--- config.mk ---
export PLATFORM = sky130hd
export DESIGN_NAME = rx_status_fifo
export DESIGN_NICKNAME = d
export VERILOG_FILES = /design/src/rtl/rxq_pkg.sv /design/src/rtl/rxq_store.sv /design/src/rtl/rxq_idle_timer.sv /design/src/rtl/rxq_irq_flags.sv /design/src/rtl/rx_status_fifo.sv
export SDC_FILE = /design/constraint.sdc
export NUM_CORES = 1
export LEC_CHECK = 0
export BUFFER_PORTS_ARGS = -buffer_cell sky130_fd_sc_hd__clkbuf_2
export CAP_MARGIN = 20
export CORE_ASPECT_RATIO = 1.75
export CORE_MARGIN = 2
export CORE_UTILIZATION = 59
export DETAILED_ROUTE_END_ITERATION = 12
export PLACE_DENSITY = 0.79
export SYNTH_ARGS = -nofsm -noshare
export SYNTH_HDL_FRONTEND = slang
export SYNTH_SLANG_ARGS = --single-unit
--- constraint.sdc ---
create_clock -name clk -period 2.95 [get_ports clk]
set_input_delay 0.59 -clock clk [delete_from_list [all_inputs] [get_ports clk]]
set_output_delay 0.59 -clock clk [all_outputs]
set_load 0.005 [all_outputs]
--- src/rtl/rxq_pkg.sv ---
`timescale 1ns/1ps
// Shared definitions for the receive buffer: interrupt flag positions.
// Assumes all 4-bit interrupt vectors use this bit ordering.
package rxq_pkg;
    localparam int IRQ_N = 4;
    typedef enum int unsigned {
        IRQ_SVC = 0,
        IRQ_TMO = 1,
        IRQ_OVR = 2,
        IRQ_EOT = 3
    } irq_idx_e;
endpackage

--- src/rtl/rxq_store.sv ---
`timescale 1ns/1ps
// Circular word store with occupancy count.
// A read on empty is ignored and shows zero. A push on full with no
// same-cycle read is dropped and reported through 'drop'.
// Assumes DEPTH >= 2.
module rxq_store #(
    parameter int WIDTH = 16,
    parameter int DEPTH = 8
) (
    input  logic                         clk,
    input  logic                         rst_n,
    input  logic                         push,
    input  logic [WIDTH-1:0]             push_data,
    input  logic                         pop,
    output logic [WIDTH-1:0]             rd_data,
    output logic [$clog2(DEPTH+1)-1:0]   occ,
    output logic                         drop
);
    localparam int AW = $clog2(DEPTH);
    localparam int CW = $clog2(DEPTH+1);

    logic [WIDTH-1:0] mem [DEPTH];
    logic [AW-1:0]    wr_ptr, rd_ptr;
    logic             empty, full, do_pop, do_push;

    // Decode the accepted operations for this cycle.
    always_comb begin
        empty   = (occ == '0);
        full    = (occ == CW'(DEPTH));
        do_pop  = pop && !empty;
        do_push = push && (!full || do_pop);
        drop    = push && full && !do_pop;
        rd_data = empty ? '0 : mem[rd_ptr];
    end

    // Write accepted words into storage.
    always_ff @(posedge clk) begin
        if (do_push) mem[wr_ptr] <= push_data;
    end

    // Advance pointers and occupancy.
    always_ff @(posedge clk) begin
        if (!rst_n) begin
            wr_ptr <= '0;
            rd_ptr <= '0;
            occ    <= '0;
        end else begin
            if (do_push) wr_ptr <= (wr_ptr == AW'(DEPTH-1)) ? '0 : wr_ptr + 1'b1;
            if (do_pop)  rd_ptr <= (rd_ptr == AW'(DEPTH-1)) ? '0 : rd_ptr + 1'b1;
            case ({do_push, do_pop})
                2'b10:   occ <= occ + 1'b1;
                2'b01:   occ <= occ - 1'b1;
                default: occ <= occ;
            endcase
        end
    end
endmodule

--- src/rtl/rxq_idle_timer.sv ---
`timescale 1ns/1ps
// Counts bit periods while data waits unread on an idle line.
// 'expire' pulses on the tick that completes TO_BITS periods. The count
// then saturates until something restarts it.
// Assumes 'tick' is a one-cycle pulse.
module rxq_idle_timer #(
    parameter int TO_BITS = 32
) (
    input  logic clk,
    input  logic rst_n,
    input  logic tick,
    input  logic idle,
    input  logic has_data,
    input  logic activity,
    output logic expire
);
    localparam int TW = $clog2(TO_BITS+1);

    logic [TW-1:0] cnt;
    logic          armed;

    // Conditions under which the count may advance.
    always_comb begin
        armed  = idle && has_data && !activity;
        expire = tick && armed && (cnt == TW'(TO_BITS-1));
    end

    // Count idle bit periods, restart on any disturbance.
    always_ff @(posedge clk) begin
        if (!rst_n || !armed) begin
            cnt <= '0;
        end else if (tick && cnt != TW'(TO_BITS)) begin
            cnt <= cnt + 1'b1;
        end
    end
endmodule

--- src/rtl/rxq_irq_flags.sv ---
`timescale 1ns/1ps
// Interrupt flag bank. Service and end-of-transmission follow their
// conditions. Time-out and overrun are sticky, with write-one-to-clear.
// A set in the same cycle as a clear wins.
module rxq_irq_flags
    import rxq_pkg::*;
(
    input  logic             clk,
    input  logic             rst_n,
    input  logic             svc_lvl,
    input  logic             tmo_set,
    input  logic             ovr_set,
    input  logic             eot_lvl,
    input  logic [IRQ_N-1:0] clr,
    input  logic [IRQ_N-1:0] mask,
    output logic [IRQ_N-1:0] raw,
    output logic [IRQ_N-1:0] masked,
    output logic             irq
);
    logic tmo_q, ovr_q;

    // Sticky flags with clear strobes.
    always_ff @(posedge clk) begin
        if (!rst_n) begin
            tmo_q <= 1'b0;
            ovr_q <= 1'b0;
        end else begin
            tmo_q <= tmo_set || (tmo_q && !clr[IRQ_TMO]);
            ovr_q <= ovr_set || (ovr_q && !clr[IRQ_OVR]);
        end
    end

    // Assemble the vectors and the combined line.
    always_comb begin
        raw          = '0;
        raw[IRQ_SVC] = svc_lvl;
        raw[IRQ_TMO] = tmo_q;
        raw[IRQ_OVR] = ovr_q;
        raw[IRQ_EOT] = eot_lvl;
        masked       = raw & mask;
        irq          = |masked;
    end
endmodule

--- src/rtl/rx_status_fifo.sv ---
`timescale 1ns/1ps
// Receive buffer top: store, idle time-out timer and interrupt flags.
// Assumes push_valid, rd_en and irq_clr are one-cycle strobes in clk.
module rx_status_fifo
    import rxq_pkg::*;
#(
    parameter int WIDTH   = 16,
    parameter int DEPTH   = 8,
    parameter int TO_BITS = 32
) (
    input  logic             clk,
    input  logic             rst_n,
    input  logic             push_valid,
    input  logic [WIDTH-1:0] push_data,
    input  logic             rd_en,
    output logic [WIDTH-1:0] rd_data,
    input  logic             bit_tick,
    input  logic             line_idle,
    input  logic             tx_done,
    input  logic             tx_empty,
    input  logic [IRQ_N-1:0] irq_mask,
    input  logic [IRQ_N-1:0] irq_clr,
    output logic [IRQ_N-1:0] irq_raw,
    output logic [IRQ_N-1:0] irq_masked,
    output logic             irq
);
    localparam int CW   = $clog2(DEPTH+1);
    localparam int HALF = DEPTH / 2;

    logic [CW-1:0] occ;
    logic          drop, expire, svc_lvl, eot_lvl, has_data;

    // Level conditions derived from occupancy and transmit status.
    always_comb begin
        svc_lvl  = (occ >= CW'(HALF));
        has_data = (occ != '0);
        eot_lvl  = tx_done && tx_empty;
    end

    rxq_store #(.WIDTH(WIDTH), .DEPTH(DEPTH)) u_store (
        .clk(clk), .rst_n(rst_n),
        .push(push_valid), .push_data(push_data),
        .pop(rd_en), .rd_data(rd_data),
        .occ(occ), .drop(drop)
    );

    rxq_idle_timer #(.TO_BITS(TO_BITS)) u_timer (
        .clk(clk), .rst_n(rst_n),
        .tick(bit_tick), .idle(line_idle), .has_data(has_data),
        .activity(push_valid || rd_en), .expire(expire)
    );

    rxq_irq_flags u_flags (
        .clk(clk), .rst_n(rst_n),
        .svc_lvl(svc_lvl), .tmo_set(expire), .ovr_set(drop), .eot_lvl(eot_lvl),
        .clr(irq_clr), .mask(irq_mask),
        .raw(irq_raw), .masked(irq_masked), .irq(irq)
    );
endmodule

==> impl_metrics.env <==
export IMPL_status="completed"
export IMPL_root_buffer="clkbuf_16"
export IMPL_clock_skew_ns=0.004557
export IMPL_setup_viol=0
export IMPL_stdcell_area_sq_um=7179
export IMPL_routed_wl_mm=11.16
export IMPL_synthXorXnorAreaFrac_pct=0.8739
export IMPL_die_h_microns=137.6
export IMPL_fp_row_count=48
export IMPL_antenna_found_initial=0
export IMPL_synthAdderAreaFrac_pct=1.873
export IMPL_post_cts_buffers=0
export IMPL_async_reset_ff_share_pct=0
export IMPL_numCtsBuffers=17
export IMPL_timing_final_crit_share_pct=92.19
export IMPL_via_per_inst=5.920
export IMPL_drive_gt1_share_pct=35.66
export IMPL_ys_seq_elements=149
export IMPL_synth_top_family_by_area="multiplexers"
export IMPL_insertion_delay_ns=0.41
export IMPL_hpwlAfterDp_mm=6.371
export IMPL_synthSimpleGateAreaFrac_pct=6.700
export IMPL_syn_nets=371
export IMPL_diodes=0
export IMPL_crit_family="multiplexers"
export IMPL_drt_wirelength_per_cell_microns=20.67
export IMPL_grt_max_degree=33
export IMPL_cpPeakStageDelay_ns=0.56
export IMPL_final_nets=443
export IMPL_crit_buf_inv=2
export IMPL_finalSetupTns_ns=0
export IMPL_crit_type="flip-flop to output pin"
export IMPL_synthMuxAreaShare_pct=15.48
export IMPL_grt_pass1_wl_mm=17.35
export IMPL_synthCells=330
export IMPL_synth_edf_count=128
export IMPL_synth_ff_type="edfxtp_1"
export IMPL_dr_total_vias=3197
export IMPL_crit_path_cell_trace="buf_12 > mux4_2 > mux2i_1 > nor2_1 > clkbuf_2"
export IMPL_yosys_warnings=0
export IMPL_drv_cap=0
export IMPL_die_x_microns=80.32
export IMPL_dr_first_iter_drc_count=174
export IMPL_leakage_nw=2.489
export IMPL_dp_cells=508
export IMPL_min_path_type="input pin to flip-flop"
export IMPL_ant_nets=0
export IMPL_coreArea_sq_um=9910
export IMPL_reg2reg_depth=9
export IMPL_fin_cells=540
export IMPL_min_path_cells=1
export IMPL_grt_overflow_total=0
export IMPL_grt_total_usage_pct=22.44
export IMPL_synth_area_per_cell_sq_um=18.22
export IMPL_initial_core_util_pct=60.68
export IMPL_required_ns=2.36
export IMPL_grt_pass1_vias=3325
export IMPL_post_cts_resized=0
export IMPL_crit_fanout=12
export IMPL_layout_common_cells="edfxtp_1 (128), clkbuf_2 (54), mux4_2 (32), nor2_1 (24), mux2i_1 (21)"
export IMPL_syn_area_sq_um=6013
export IMPL_crit_cells=5
export IMPL_drcViolationCount=0
export IMPL_cp_slowest_cell="dfxtp_2"
export IMPL_fmax_mhz=367.7
export IMPL_fin_util_pct=72.45
export IMPL_critPathLaunchType="flip-flop"
export IMPL_firstDrtPassIters=4
export IMPL_maxSlewViolCount=0
export IMPL_critPathCaptureType="output pin"
export IMPL_tightest_slew_ns=0.8868
export IMPL_finalCriticalPeriod_ns=2.719
export IMPL_clkTransAtPathRegs_ns=0.06
export IMPL_dieArea_sq_um=11050
export IMPL_syn_to_final_growth_pct=19.39
export IMPL_htree_levels=4
export IMPL_portBuffers=54
export IMPL_place_gp_congestion=0.7186
export IMPL_worstPathArrival_ns=2.13
export IMPL_cts_num_sinks=149
export IMPL_io_pins=57
export IMPL_cts_buffer_depth=2
export IMPL_yosysUniqueCellTypes=42
export IMPL_finalHoldViolations=0
export IMPL_cts_hold_buf=0
export IMPL_synth_compound_area_share_pct=2.330
export IMPL_vdd_drop_max_v=0.0008221
export IMPL_placed_area_sq_um=6521
export IMPL_powerDensity_nw_per_um2=833.3
export IMPL_layout_commonest_cell="edfxtp_1"
export IMPL_cts_tree="yes"
export IMPL_ys_seq_area_share_pct=70.91
export IMPL_rsz0062_at_grt="no"
export IMPL_relSlewSlack_pct=40.66
==> metal layers <==
layer | part of all wire [%] | track usage (%) | vias up | routed length, microns
li1 | - | - | 1443 | -
met1 | 37 | 25.08 | 1627 | 4139
met2 | 57 | 40.23 | 103 | 6306
met3 | 4.5 | 5.177 | 24 | 506
met4 | 1.9 | 10.08 | 0 | 208
met5 | 0 | 0 | - | 0
==> power breakdown <==
part           leakage [nW]  switching (W)  internal (W)
Clock                 0.316       0.000797       0.00155
Sequential             1.33      0.0000970       0.00238
Combinational         0.839       0.000544      0.000615
Total                  2.49        0.00144       0.00454
==> worst reg2reg max path, delay by kind of cell, from the launching register on <==
kind                       cells  cell delay (ns)
adders and majority gates      2             0.44
xor gates and xnor gates       2             0.35
and+or+nand+nor                2             0.88
AOI/OAI and AO/OA              3             0.36
DFF                            1             0.39
==> cell families (layout without fill, tap and decap cells) <==
family,Yosys count,after routing
DFF,149,149
and+or+nand+nor,74,74
muxes,53,53
buffers and inverters,21,106
AOI/OAI and AO/OA,18,18
adders and majority gates,9,9
xor gates and xnor gates,6,6
==> path summary, 6_finish.rpt <==
kind / startpoint / slack, ns / to
setup / recovery: flip-flop / 0.23 / rd_data[0]
hold / removal: push_data[2] / 0.44 / u_store.mem[0][2]
setup reg to reg: u_store.occ[1] / 0.45 / u_store.occ[2]
hold reg to reg: u_store.rd_ptr[1] / 0.51 / flip-flop
==> final cells by class <==
cell class	instances	area (sq um)
clock buffer	20	456.7
clock inverter	12	201.4
fill	605	2730
inverter	3	11.26
multi-input combinational	160	1665
sequential	149	4265
tap	125	156.4
timing repair buffer	71	422.9
==> Yosys cell counts (3+ instances only) <==
| library cell | count | area share [%] |
|---|---|---|
| nand2_1 | 12 | 0.75 |
| or3b_2 | 3 | 0.44 |
| clkbuf_1 | 5 | 0.31 |
| a21boi_0 | 5 | 0.62 |
| or3_1 | 4 | 0.42 |
| edfxtp_1 | 128 | 64 |
| mux4_2 | 32 | 12 |
| nand2b_1 | 5 | 0.52 |
| inv_1 | 3 | 0.19 |
| dfxtp_1 | 21 | 7.0 |
| mux2i_1 | 21 | 3.5 |
| nor3_1 | 4 | 0.33 |
| o21ai_0 | 3 | 0.25 |
| buf_2 | 6 | 0.50 |
| nor2_1 | 24 | 1.5 |
| a21oi_1 | 3 | 0.25 |
| ha_1 | 9 | 1.9 |
| buf_4 | 4 | 0.50 |
| nor2b_1 | 4 | 0.42 |
| and2_1 | 5 | 0.52 |
| xor2_1 | 4 | 0.58 |
==> state kept, by name (all words and copies together), names as in the netlist, named ones only <==
register / cells
u_flags.tmo_q: 1
u_store.mem: 128
u_timer.cnt: 6
u_flags.ovr_q: 1
u_store.occ: 4
u_store.rd_ptr: 3
u_store.wr_ptr: 3
==> metrics by stage <==
stage	hold WS (ns)	power [W]	setup WS, ns
floorplan	0.4642	0.003290	0.2282
global placement	0.4835	0.003670	0.5176
detailed placement	0.5001	0.003692	0.4468
CTS	0.4300	0.006054	0.2052
global route	0.4535	0.006220	0.1625
finish	0.4444	0.005983	0.2305
Note: power is estimated with default switching activity, not from simulation.
